## src/rtl/rcrx_pkg.sv

```systemverilog
`timescale 1ns/1ps
package rcrx_pkg;

   localparam int unsigned BYTE_BITS = 8;
   localparam int unsigned VAL_W     = 5;
   localparam int unsigned SEL_W     = 2;
   localparam int unsigned NBIT_W    = $clog2(2 * BYTE_BITS);

   typedef enum logic [2:0] {
      ST_IDLE,
      ST_ADDR,
      ST_GAP,
      ST_DATA,
      ST_ACK_WAIT,
      ST_ACK_PULL
   } rcrx_state_e;

   typedef struct packed {
      logic             ack_req;
      logic [SEL_W-1:0] sel;
      logic [VAL_W-1:0] val;
   } rcrx_cmd_t;

endpackage

```

## src/rtl/rcrx_sync.sv

```systemverilog
`timescale 1ns/1ps
module rcrx_sync #(
   parameter int unsigned STAGES = 2
) (
   input  logic clk,
   input  logic rst_n,
   input  logic d,
   output logic q
);

   logic [STAGES-1:0] chain;

   generate
      if (STAGES == 1) begin : g_single
         always_ff @(posedge clk or negedge rst_n) begin
            if (!rst_n) chain <= '0;
            else        chain <= d;
         end
      end else begin : g_chain
         always_ff @(posedge clk or negedge rst_n) begin
            if (!rst_n) chain <= '0;
            else        chain <= {chain[STAGES-2:0], d};
         end
      end
   endgenerate

   assign q = chain[STAGES-1];

endmodule

```

## src/rtl/rcrx_phase_timer.sv

```systemverilog
`timescale 1ns/1ps
module rcrx_phase_timer #(
   parameter int unsigned CNT_W   = 18,
   parameter int unsigned EOS_CYC = 100000
) (
   input  logic             clk,
   input  logic             rst_n,
   input  logic             lvl,
   output logic             fall,
   output logic             eos,
   output logic [CNT_W-1:0] low_cnt,
   output logic [CNT_W-1:0] high_cnt
);

   localparam logic [CNT_W-1:0] CNT_MAX  = {CNT_W{1'b1}};
   localparam logic [CNT_W-1:0] EOS_LAST = CNT_W'(EOS_CYC - 1);

   logic lvl_q;

   always_ff @(posedge clk or negedge rst_n) begin
      if (!rst_n) lvl_q <= 1'b0;
      else        lvl_q <= lvl;
   end

   assign fall = lvl_q & ~lvl;
   assign eos  = lvl & (high_cnt == EOS_LAST);

   // low phase counts from the falling edge, high phase from the rise
   always_ff @(posedge clk or negedge rst_n) begin
      if (!rst_n) begin
         low_cnt  <= '0;
         high_cnt <= '0;
      end else if (fall) begin
         low_cnt  <= CNT_W'(1);
         high_cnt <= '0;
      end else if (!lvl) begin
         if (low_cnt != CNT_MAX) low_cnt <= low_cnt + 1'b1;
      end else begin
         if (high_cnt != CNT_MAX) high_cnt <= high_cnt + 1'b1;
      end
   end

   assert_eos_quiet_R8: assert property (@(posedge clk) disable iff (!rst_n)
      eos |-> $past(lvl));

endmodule

```

## src/rtl/rcrx_frame_fsm.sv

```systemverilog
`timescale 1ns/1ps
module rcrx_frame_fsm
   import rcrx_pkg::*;
#(
   parameter int unsigned CNT_W       = 18,
   parameter int unsigned START_CYC   = 500,
   parameter int unsigned GAP_CYC     = 200000,
   parameter int unsigned ACK_DLY_CYC = 500,
   parameter int unsigned ACK_LEN_CYC = 128000,
   parameter logic [7:0]  DEV_ADDR    = 8'h72
) (
   input  logic             clk,
   input  logic             rst_n,
   input  logic             lvl,
   input  logic             fall,
   input  logic             eos,
   input  logic [CNT_W-1:0] low_cnt,
   input  logic [CNT_W-1:0] high_cnt,
   output logic [VAL_W-1:0] data_val,
   output logic             data_vld,
   output logic [SEL_W-1:0] reg_addr,
   output logic             pull_en
);

   localparam int unsigned ACK_MAX = (ACK_DLY_CYC > ACK_LEN_CYC) ? ACK_DLY_CYC : ACK_LEN_CYC;
   localparam int unsigned ACK_W   = $clog2(ACK_MAX + 1);
   localparam int unsigned GAP_W   = $clog2(GAP_CYC + 1);
   localparam int unsigned PER_W   = CNT_W + 1;
   localparam logic [NBIT_W-1:0] NB_FULL = NBIT_W'(BYTE_BITS);
   localparam logic [NBIT_W-1:0] NB_MAX  = {NBIT_W{1'b1}};

   rcrx_state_e          state;
   logic [BYTE_BITS-1:0] shreg;
   logic [BYTE_BITS-1:0] addr_q;
   logic [NBIT_W-1:0]    nbits;
   logic [PER_W-1:0]     prev_per;
   logic [GAP_W-1:0]     gap_cnt;
   logic [ACK_W-1:0]     ack_cnt;
   logic                 bad;
   logic                 armed;
   logic                 pull_q;

   // ---------------- bit classification ----------------
   logic [PER_W-1:0]     lo_x2, hi_x2, lo_w, hi_w, period;
   logic                 is_one, is_zero, is_amb, tail_bit;
   logic [NBIT_W-1:0]    nb_inc;
   logic [BYTE_BITS-1:0] sh_fall, sh_tail;
   rcrx_cmd_t            cmd;
   logic                 frame_ok;

   always_comb begin
      lo_w     = {1'b0, low_cnt};
      hi_w     = {1'b0, high_cnt};
      lo_x2    = {low_cnt, 1'b0};
      hi_x2    = {high_cnt, 1'b0};
      period   = lo_w + hi_w;
      is_one   = hi_w >= lo_x2;
      is_zero  = lo_w >= hi_x2;
      is_amb   = !is_one && !is_zero;
      tail_bit = !(lo_x2 >= prev_per);
      nb_inc   = (nbits == NB_MAX) ? NB_MAX : nbits + 1'b1;
      sh_fall  = {shreg[BYTE_BITS-2:0], is_one};
      sh_tail  = {shreg[BYTE_BITS-2:0], tail_bit};
      cmd      = rcrx_cmd_t'(sh_tail);
      frame_ok = !bad && (nb_inc == NB_FULL) && (addr_q == DEV_ADDR);
   end

   // ---------------- start-condition tracking ----------------
   always_ff @(posedge clk or negedge rst_n) begin
      if (!rst_n)
         armed <= 1'b0;
      else if (state == ST_ACK_WAIT || state == ST_ACK_PULL)
         armed <= 1'b0;
      else if (lvl && high_cnt >= CNT_W'(START_CYC - 1))
         armed <= 1'b1;
      else if (fall)
         armed <= 1'b0;
   end

   // ---------------- frame sequencing ----------------
   always_ff @(posedge clk or negedge rst_n) begin
      if (!rst_n) begin
         state    <= ST_IDLE;
         shreg    <= '0;
         addr_q   <= '0;
         nbits    <= '0;
         prev_per <= '0;
         gap_cnt  <= '0;
         ack_cnt  <= '0;
         bad      <= 1'b0;
         pull_q   <= 1'b0;
         data_val <= '1;
         data_vld <= 1'b0;
         reg_addr <= '0;
      end else begin
         data_vld <= 1'b0;
         unique case (state)
            ST_IDLE: begin
               if (fall && armed) begin
                  state    <= ST_ADDR;
                  shreg    <= '0;
                  nbits    <= '0;
                  prev_per <= '0;
                  bad      <= 1'b0;
               end
            end
            ST_ADDR, ST_DATA: begin
               if (fall) begin
                  shreg    <= sh_fall;
                  nbits    <= nb_inc;
                  prev_per <= period;
                  if (is_amb) bad <= 1'b1;
               end else if (eos) begin
                  if (state == ST_ADDR) begin
                     if (nb_inc == NB_FULL) begin
                        addr_q  <= sh_tail;
                        gap_cnt <= '0;
                        state   <= ST_GAP;
                     end else begin
                        state <= ST_IDLE;
                     end
                  end else if (frame_ok) begin
                     reg_addr <= cmd.sel;
                     if (cmd.sel == '0) begin
                        data_val <= cmd.val;
                        data_vld <= 1'b1;
                     end
                     if (cmd.ack_req) begin
                        ack_cnt <= '0;
                        state   <= ST_ACK_WAIT;
                     end else begin
                        state <= ST_IDLE;
                     end
                  end else begin
                     state <= ST_IDLE;
                  end
               end
            end
            ST_GAP: begin
               if (fall) begin
                  state    <= ST_DATA;
                  shreg    <= '0;
                  nbits    <= '0;
                  prev_per <= '0;
               end else if (gap_cnt == GAP_W'(GAP_CYC - 1)) begin
                  state <= ST_IDLE;
               end else begin
                  gap_cnt <= gap_cnt + 1'b1;
               end
            end
            ST_ACK_WAIT: begin
               if (ack_cnt == ACK_W'(ACK_DLY_CYC - 1)) begin
                  ack_cnt <= '0;
                  pull_q  <= 1'b1;
                  state   <= ST_ACK_PULL;
               end else begin
                  ack_cnt <= ack_cnt + 1'b1;
               end
            end
            ST_ACK_PULL: begin
               if (ack_cnt == ACK_W'(ACK_LEN_CYC - 1)) begin
                  pull_q <= 1'b0;
                  state  <= ST_IDLE;
               end else begin
                  ack_cnt <= ack_cnt + 1'b1;
               end
            end
            default: state <= ST_IDLE;
         endcase
      end
   end

   assign pull_en = pull_q;

   // ---------------- assertions ----------------
   assert_strobe_single_R6: assert property (@(posedge clk) disable iff (!rst_n)
      data_vld |=> !data_vld);

   assert_commit_sel_zero_R6: assert property (@(posedge clk) disable iff (!rst_n)
      data_vld |-> (reg_addr == '0));

   assert_no_pull_at_strobe_R7: assert property (@(posedge clk) disable iff (!rst_n)
      data_vld |-> !pull_en);

   assert_pull_ends_R7: assert property (@(posedge clk) disable iff (!rst_n)
      (pull_en && state == ST_ACK_PULL && ack_cnt == ACK_W'(ACK_LEN_CYC - 1)) |=> !pull_en);

endmodule

```

## src/rtl/ratio_cmd_rx.sv

```systemverilog
`timescale 1ns/1ps
module ratio_cmd_rx
   import rcrx_pkg::*;
#(
   parameter int unsigned SYNC_STAGES = 2,
   parameter int unsigned CNT_W       = 18,
   parameter int unsigned START_CYC   = 500,
   parameter int unsigned EOS_CYC     = 100000,
   parameter int unsigned GAP_CYC     = 200000,
   parameter int unsigned ACK_DLY_CYC = 500,
   parameter int unsigned ACK_LEN_CYC = 128000,
   parameter logic [7:0]  DEV_ADDR    = 8'h72
) (
   input  logic       clk,
   input  logic       rst_n,
   input  logic       line_in,
   output logic [4:0] data_val,
   output logic       data_vld,
   output logic [1:0] reg_addr,
   output logic       pull_en
);

   // elaboration-time parameter checks
   if (SYNC_STAGES < 1) begin : g_chk_sync
      $error("SYNC_STAGES must be at least 1");
   end
   if (START_CYC < 2 || START_CYC >= EOS_CYC) begin : g_chk_start
      $error("START_CYC must lie in [2, EOS_CYC)");
   end
   if (EOS_CYC >= (64'd1 << CNT_W)) begin : g_chk_eos
      $error("EOS_CYC must fit below the saturating phase counter");
   end
   if (GAP_CYC < 1 || ACK_DLY_CYC < 1 || ACK_LEN_CYC < 1) begin : g_chk_tmr
      $error("GAP_CYC, ACK_DLY_CYC and ACK_LEN_CYC must be at least 1");
   end
   if (VAL_W != 5 || SEL_W != 2) begin : g_chk_fmt
      $error("port widths assume a 5-bit value and a 2-bit selector");
   end

   logic             lvl, fall, eos;
   logic [CNT_W-1:0] low_cnt, high_cnt;

   rcrx_sync #(
      .STAGES (SYNC_STAGES)
   ) u_sync (
      .clk   (clk),
      .rst_n (rst_n),
      .d     (line_in),
      .q     (lvl)
   );

   rcrx_phase_timer #(
      .CNT_W   (CNT_W),
      .EOS_CYC (EOS_CYC)
   ) u_timer (
      .clk      (clk),
      .rst_n    (rst_n),
      .lvl      (lvl),
      .fall     (fall),
      .eos      (eos),
      .low_cnt  (low_cnt),
      .high_cnt (high_cnt)
   );

   rcrx_frame_fsm #(
      .CNT_W       (CNT_W),
      .START_CYC   (START_CYC),
      .GAP_CYC     (GAP_CYC),
      .ACK_DLY_CYC (ACK_DLY_CYC),
      .ACK_LEN_CYC (ACK_LEN_CYC),
      .DEV_ADDR    (DEV_ADDR)
   ) u_fsm (
      .clk      (clk),
      .rst_n    (rst_n),
      .lvl      (lvl),
      .fall     (fall),
      .eos      (eos),
      .low_cnt  (low_cnt),
      .high_cnt (high_cnt),
      .data_val (data_val),
      .data_vld (data_vld),
      .reg_addr (reg_addr),
      .pull_en  (pull_en)
   );

endmodule

```

## config.mk

```make
export PLATFORM = sky130hd
export DESIGN_NAME = ratio_cmd_rx
export DESIGN_NICKNAME = d
export VERILOG_FILES = /design/src/rtl/rcrx_pkg.sv /design/src/rtl/rcrx_sync.sv /design/src/rtl/rcrx_phase_timer.sv /design/src/rtl/rcrx_frame_fsm.sv /design/src/rtl/ratio_cmd_rx.sv
export SDC_FILE = /design/constraint.sdc
export NUM_CORES = 1
export LEC_CHECK = 0
export BUFFER_PORTS_ARGS = -buffer_cell sky130_fd_sc_hd__buf_2
export CAP_MARGIN = 20
export CORE_ASPECT_RATIO = 1.25
export CORE_MARGIN = 4
export CORE_UTILIZATION = 60
export CTS_CLUSTER_SIZE = 10
export DETAILED_ROUTE_END_ITERATION = 12
export PLACE_DENSITY = 0.86
export SKIP_LAST_GASP = 1
export SYNTH_ARGS = -nofsm -noshare
export SYNTH_HDL_FRONTEND = slang
export SYNTH_SLANG_ARGS = --single-unit
export TNS_END_PERCENT = 100
```

## constraint.sdc

```tcl
create_clock -name clk -period 4.5 [get_ports clk]
set_input_delay 0.675 -clock clk [delete_from_list [all_inputs] [get_ports clk]]
set_output_delay 0.675 -clock clk [all_outputs]
set_load 0.01 [all_outputs]
```

Yosys cells after proc, flatten, opt, wreduce, memory -nomap -nowiden --
Cells that the tools add are included.
Storage, ports and cells: memory bits (writable) 0, output and inout port bits 9, register bits 126, bits in latches 0, ROM bits 0, memories kept 0, word-level logic and storage cells 159
Cells by class: mux-type cells 62, bitwise operators 5, multipliers 0, add/subtract/negate cells 6, shifts and indexed selects 0, order comparisons 4, reductions and logical operators 33, equality and inequality tests 32, divide/modulo/power cells 0
Operators with widths (count):
- 2-to-1 mux 18 bit | 12
- 2-to-1 mux 17 bit | 7
- 2-to-1 mux 19 bit | 3
- case mux 19 bit (3 select lines) | 1
- adder 18 x 1 -> 18 bit (second input constant) | 3
- case mux 17 bit (3 select lines) | 1
- greater-or-equal comparator 18 x 19 -> 1 bit | 2
- inequality test 18 bit (second input constant) | 2
- case mux 18 bit (2 select lines) | 1
- 2-to-1 mux 3 bit | 10
- 2-to-1 mux 7 bit | 3
- case mux 7 bit (3 select lines) | 1
- adder 18 x 18 -> 19 bit | 1
- greater-or-equal comparator 19 bit | 1
- equality test 18 x 17 -> 1 bit (second input constant) | 1
- equality test 18 bit (second input constant) | 1
- greater-or-equal comparator 18 x 9 -> 1 bit (second input constant) | 1
- inequality test 2 x 1 -> 1 bit (second input constant) | 9
- adder 17 x 1 -> 17 bit (second input constant) | 1
- equality test 17 bit (second input constant) | 1
- equality test 17 x 9 -> 1 bit (second input constant) | 1
- 2-to-1 mux 4 bit | 4
- inequality test 2 bit (second input constant) | 8
- case mux 3 bit (5 select lines) | 1
- other kinds (27) | 66

Longest topological paths before layout --
depth after elaboration 10, gate-level depth with buffers 10, mapped depth without buffers 9

Modules after synthesis --
A second synthesis with hierarchy kept.
Unflattened totals: cells, all modules 922, area, all modules 8358.0 um2
Modules (own cells, without submodules):
- rcrx_frame_fsm | times used 1, cells an instance 694, sequential area each 2183.3 um2, area an instance 6194.7 um2
- rcrx_phase_timer | times used 1, cells an instance 226, sequential area each 925.9 um2, area an instance 2113.3 um2
- rcrx_sync | times used 1, cells an instance 2, sequential area each 50.0 um2, area an instance 50.0 um2

Worst setup path after synthesis --
OpenSTA, ideal clock, no wires.
path kind register to register, start register u_timer.high_cnt[12], end register u_fsm.gap_cnt[0], path buffers 1, arrival time 2.543 ns, period minus slack after synthesis 2.668 ns, library setup time 0.125 ns, cell stages (with the launch flop) 7, setup slack 1.832 ns, path through dfrtp_1 or4_4 or4_4 o41a_1 buf_6 or2_2 mux2_2
Between the ends: longest elaborated chain between the ends 4
Ends and longest elaborated chain:
- start, declared | line rcrx_phase_timer.sv:12 | output logic [CNT_W-1:0] high_cnt
- start signal, assigned | line rcrx_phase_timer.sv:39 | if (high_cnt != CNT_MAX) high_cnt <= high_cnt + 1'b1;
- equality test 18 x 17 -> 1 bit | line rcrx_phase_timer.sv:26 | assign eos = lvl & (high_cnt == EOS_LAST);
- bitwise AND 1 bit | line rcrx_phase_timer.sv:26
- inequality test 2 bit (no line)
- AND reduction 7 bit (no line)
- end signal, assigned | line rcrx_frame_fsm.sv:148 | gap_cnt <= gap_cnt + 1'b1;
- end, declared | line rcrx_frame_fsm.sv:37 | logic [GAP_W-1:0] gap_cnt;
Every way passes these cells. A chain may end at the register's enable or synchronous reset.

Worst setup path after layout --
start register u_timer.high_cnt[12], end register u_fsm.gap_cnt[3]
The elaborated chain is that of the path after synthesis.

==> metrics <==
Main synth FF type=dfrtp_1; Power Dens Cells=311 nW/um2; first-pass GRT wire length=roughly 35 mm; Final Hold Viols=0; type of origin of the critical path=flop; crit end category=flop; vias in the first global route=7,219; reg-to-reg startpoint=u_timer.high_cnt[12]$_DFFE_PN0P_; post-route cell area=9080 um2; final setup margin=1.23 ns; peak supply drop=0.000264 V; Reg area=3160 um2; leak pwr=3.99 nW; Max Cap Viol=0; RSZ-0062 raised after global routing=no; post-route ant nets=0; Synth Instances=932; DRC errors left=0; initial drt markers=approximately 510; commonest non-fill, non-tap cell in the layout=dfrtp_1; HPWL reported at the end of detailed placement=14.5 mm; Layout Nets=between 1k and 1.5k; layout cells sized above 1=9.94%; r2r setup slk=1.23 ns; fmax=305 MHz; total grt overflow=0; area of the mapped netlist=about 8300 um2; Synth Area in Simple Gates=21.9%; Seq/Total Area, Yosys=38.2%; gpl congestion=0.958; Post-Route WL=20.7 mm; Root Driver=clkbuf_16; Yosys Warn Count=0; Async SR Flop Fraction=100%; worst slack, placed=1.26 ns; Worst Path Max Fanout=19; CTS Buf Count=17; commonest non-fill, non-tap cells in the layout=dfrtp_1, nor2_1, nand2_1; DP Area=roughly 8500 um2; Die Area=between 15,000 and 20,000 um2; Die Ht=between 100 and 150 um; final slew viol count=0; library cells used by synthesis=between 60 and 70; filler cell count in the final layout=between 1k and 1.5k; period utilization=approximately 73%; Vias/cell=roughly 6.4; number of diodes=0; drt pass-1 iters=5; Tmin final=3.27 ns; final setup fails=0; largest net degree at the start of global routing=65; #FFs+latches synth=126; HP Class=in2async; FP Rows=47; post_cts resized=0; largest family of logic cells by synthesized area=simple AND/OR/NAND/NOR gates; status=finished clean; Sink Count=around 130; complex-gate fraction of the synthesized area=16.1%; P&R area growth vs syn=9.87%; Global Route Usage Sum=27.6%; I/O Buffers=11; setup TNS=0 ns; Synth Area in Adders=between 10% and 20%; Worst-Skew Late Latency=about 0.43 ns; hold-fix buffers at CTS=0; # IOs=12; Clock Skew=0.00750 ns; CP Class=reg2reg; clock buffer depth=2; Placeable Area=13,300 um2; XOR/XNOR Fraction of Synth Area=5.30%; syn nets=1,011; Worst R2R End=u_fsm.gap_cnt[3]$_DFFE_PN0P_; clock slew seen by the registers of the worst setup and hold paths=around 0.06 ns; Mean Syn Cell Area=approximately 8.9 um2; Avg WL per Cell=approximately 18 um; initial antenna violation count=0; Post-synth EDFFs=0; CP arrival=3.55 ns; area of the multi-input gates=4740 um2; Via Count=roughly 7.2k; # H-tree levels=4; initial core utilization=61.9%; post-synthesis mux area share=2.32%; CTS tree=built; slew margin rel.=27.5%; worst reg2reg path depth=5; Post-CTS Repair Setup Buffers=0; Least-Margin Pin Slew=1.08 ns; die width=around 110 um; Data required, critical path=4.77 ns
==> synth_stat cells (all sizes together), types with 7 or more instances <==
cell type | instances | area (um2)
nand2 | 82 | 308
xnor2 | 44 | 385
nor2 | 94 | 360
mux2 | 17 | 191
o31ai | 7 | 52.6
a21oi | 59 | 295
nor3 | 39 | 241
nor4 | 10 | 62.6
nand3 | 39 | 195
a31oi | 10 | 62.6
dfrtp | 121 | 3030
a22o | 11 | 96.3
a211oi | 11 | 82.6
and3 | 9 | 56.3
ha | 75 | 938
o21ai | 64 | 320
nand4 | 28 | 175
inv | 69 | 259
clkbuf | 22 | 82.6
nor2b | 7 | 43.8
==> where the power goes <==
part           internal, mW  switching (mW)  total [mW]  leakage, nW
Sequential             1.15          0.0394        1.19         1.73
Combinational         0.108           0.174       0.282         1.98
Clock                 0.830           0.525        1.36        0.283
==> flip-flops by register name, indices dropped and copies added (netlist names) <==
signal,flops
u_timer.high_cnt,18
u_fsm.nbits,4
u_fsm.state,3
u_fsm.addr_q,8
u_timer.lvl_q,1
u_fsm.armed,1
u_fsm.shreg,7
u_sync.chain,2
u_fsm.prev_per,19
u_timer.low_cnt,18
u_fsm.pull_en,1
u_fsm.bad,1
u_fsm.data_vld,1
u_fsm.reg_addr,2
u_fsm.gap_cnt,18
u_fsm.data_val,5
u_fsm.ack_cnt,17
==> kinds of logic (layout without fill, tap and decap cells) <==
family / count (synthesis) / in the layout
DFF: 126 / 126
and+or+nand+nor: 354 / 354
AOI/OAI and AO/OA: 213 / 213
xor gates and xnor gates: 50 / 50
muxes: 17 / 17
adders and majority gates: 76 / 76
buffers and inverters: 96 / 120
==> stage by stage <==
step	cells	utilization, %	total power, mW	hold slack, ns
after floorplan	932	-	1.38	0.331
after global placement	1094	63.6	1.48	0.337
after detailed placement	1094	63.6	1.49	0.336
after CTS	1126	68.0	2.84	0.347
after global routing	1127	68.0	2.93	0.359
final	1127	68.0	2.83	0.345
==> worst max-delay path by stage <==
stage / start / end / slack, ns
CTS: u_timer.high_cnt[12]$_DFFE_PN0P_ / u_fsm.gap_cnt[3]$_DFFE_PN0P_ / 1.25
finish: u_timer.high_cnt[12]$_DFFE_PN0P_ / u_fsm.gap_cnt[3]$_DFFE_PN0P_ / 1.23
floorplan: u_timer.high_cnt[12]$_DFFE_PN0P_ / u_fsm.gap_cnt[0]$_DFFE_PN0P_ / 1.83
global route: u_timer.high_cnt[12]$_DFFE_PN0P_ / u_fsm.ack_cnt[2]$_DFFE_PN0P_ / 1.04
global placement: u_timer.high_cnt[12]$_DFFE_PN0P_ / u_fsm.ack_cnt[0]$_DFFE_PN0P_ / 1.36
detailed placement: u_timer.high_cnt[12]$_DFFE_PN0P_ / u_fsm.gap_cnt[3]$_DFFE_PN0P_ / 1.26
==> worst max-delay path, cell delays in order, from the launching register on <==
cell     delay (ns)
dfrtp_1        0.46
or4_4          0.55
or4_4          0.55
o41a_1         0.72
nor3_4         0.71
nor2_1         0.13
==> layer usage <==
layer | routed length (um) | up-vias | global-route usage, %
li1 | - | 3406 | -
met1 | 8240 | 3482 | 32.3
met2 | 10500 | 276 | 47.1
met3 | 1150 | 82 | 6.08
met4 | 869 | 0 | 14.2
met5 | 0 | - | 0
==> area by class of cell <==
class                           count  area share [%]
Clock buffer                       19            4.88
Clock inverter                     13            1.57
Inverter                           69            2.85
Multi-Input combinational cell    710            52.3
Sequential cell                   126            34.8
Tap cell                          171            2.36
Timing Repair Buffer               19            1.30
Power figures use the tool's default switching activity.
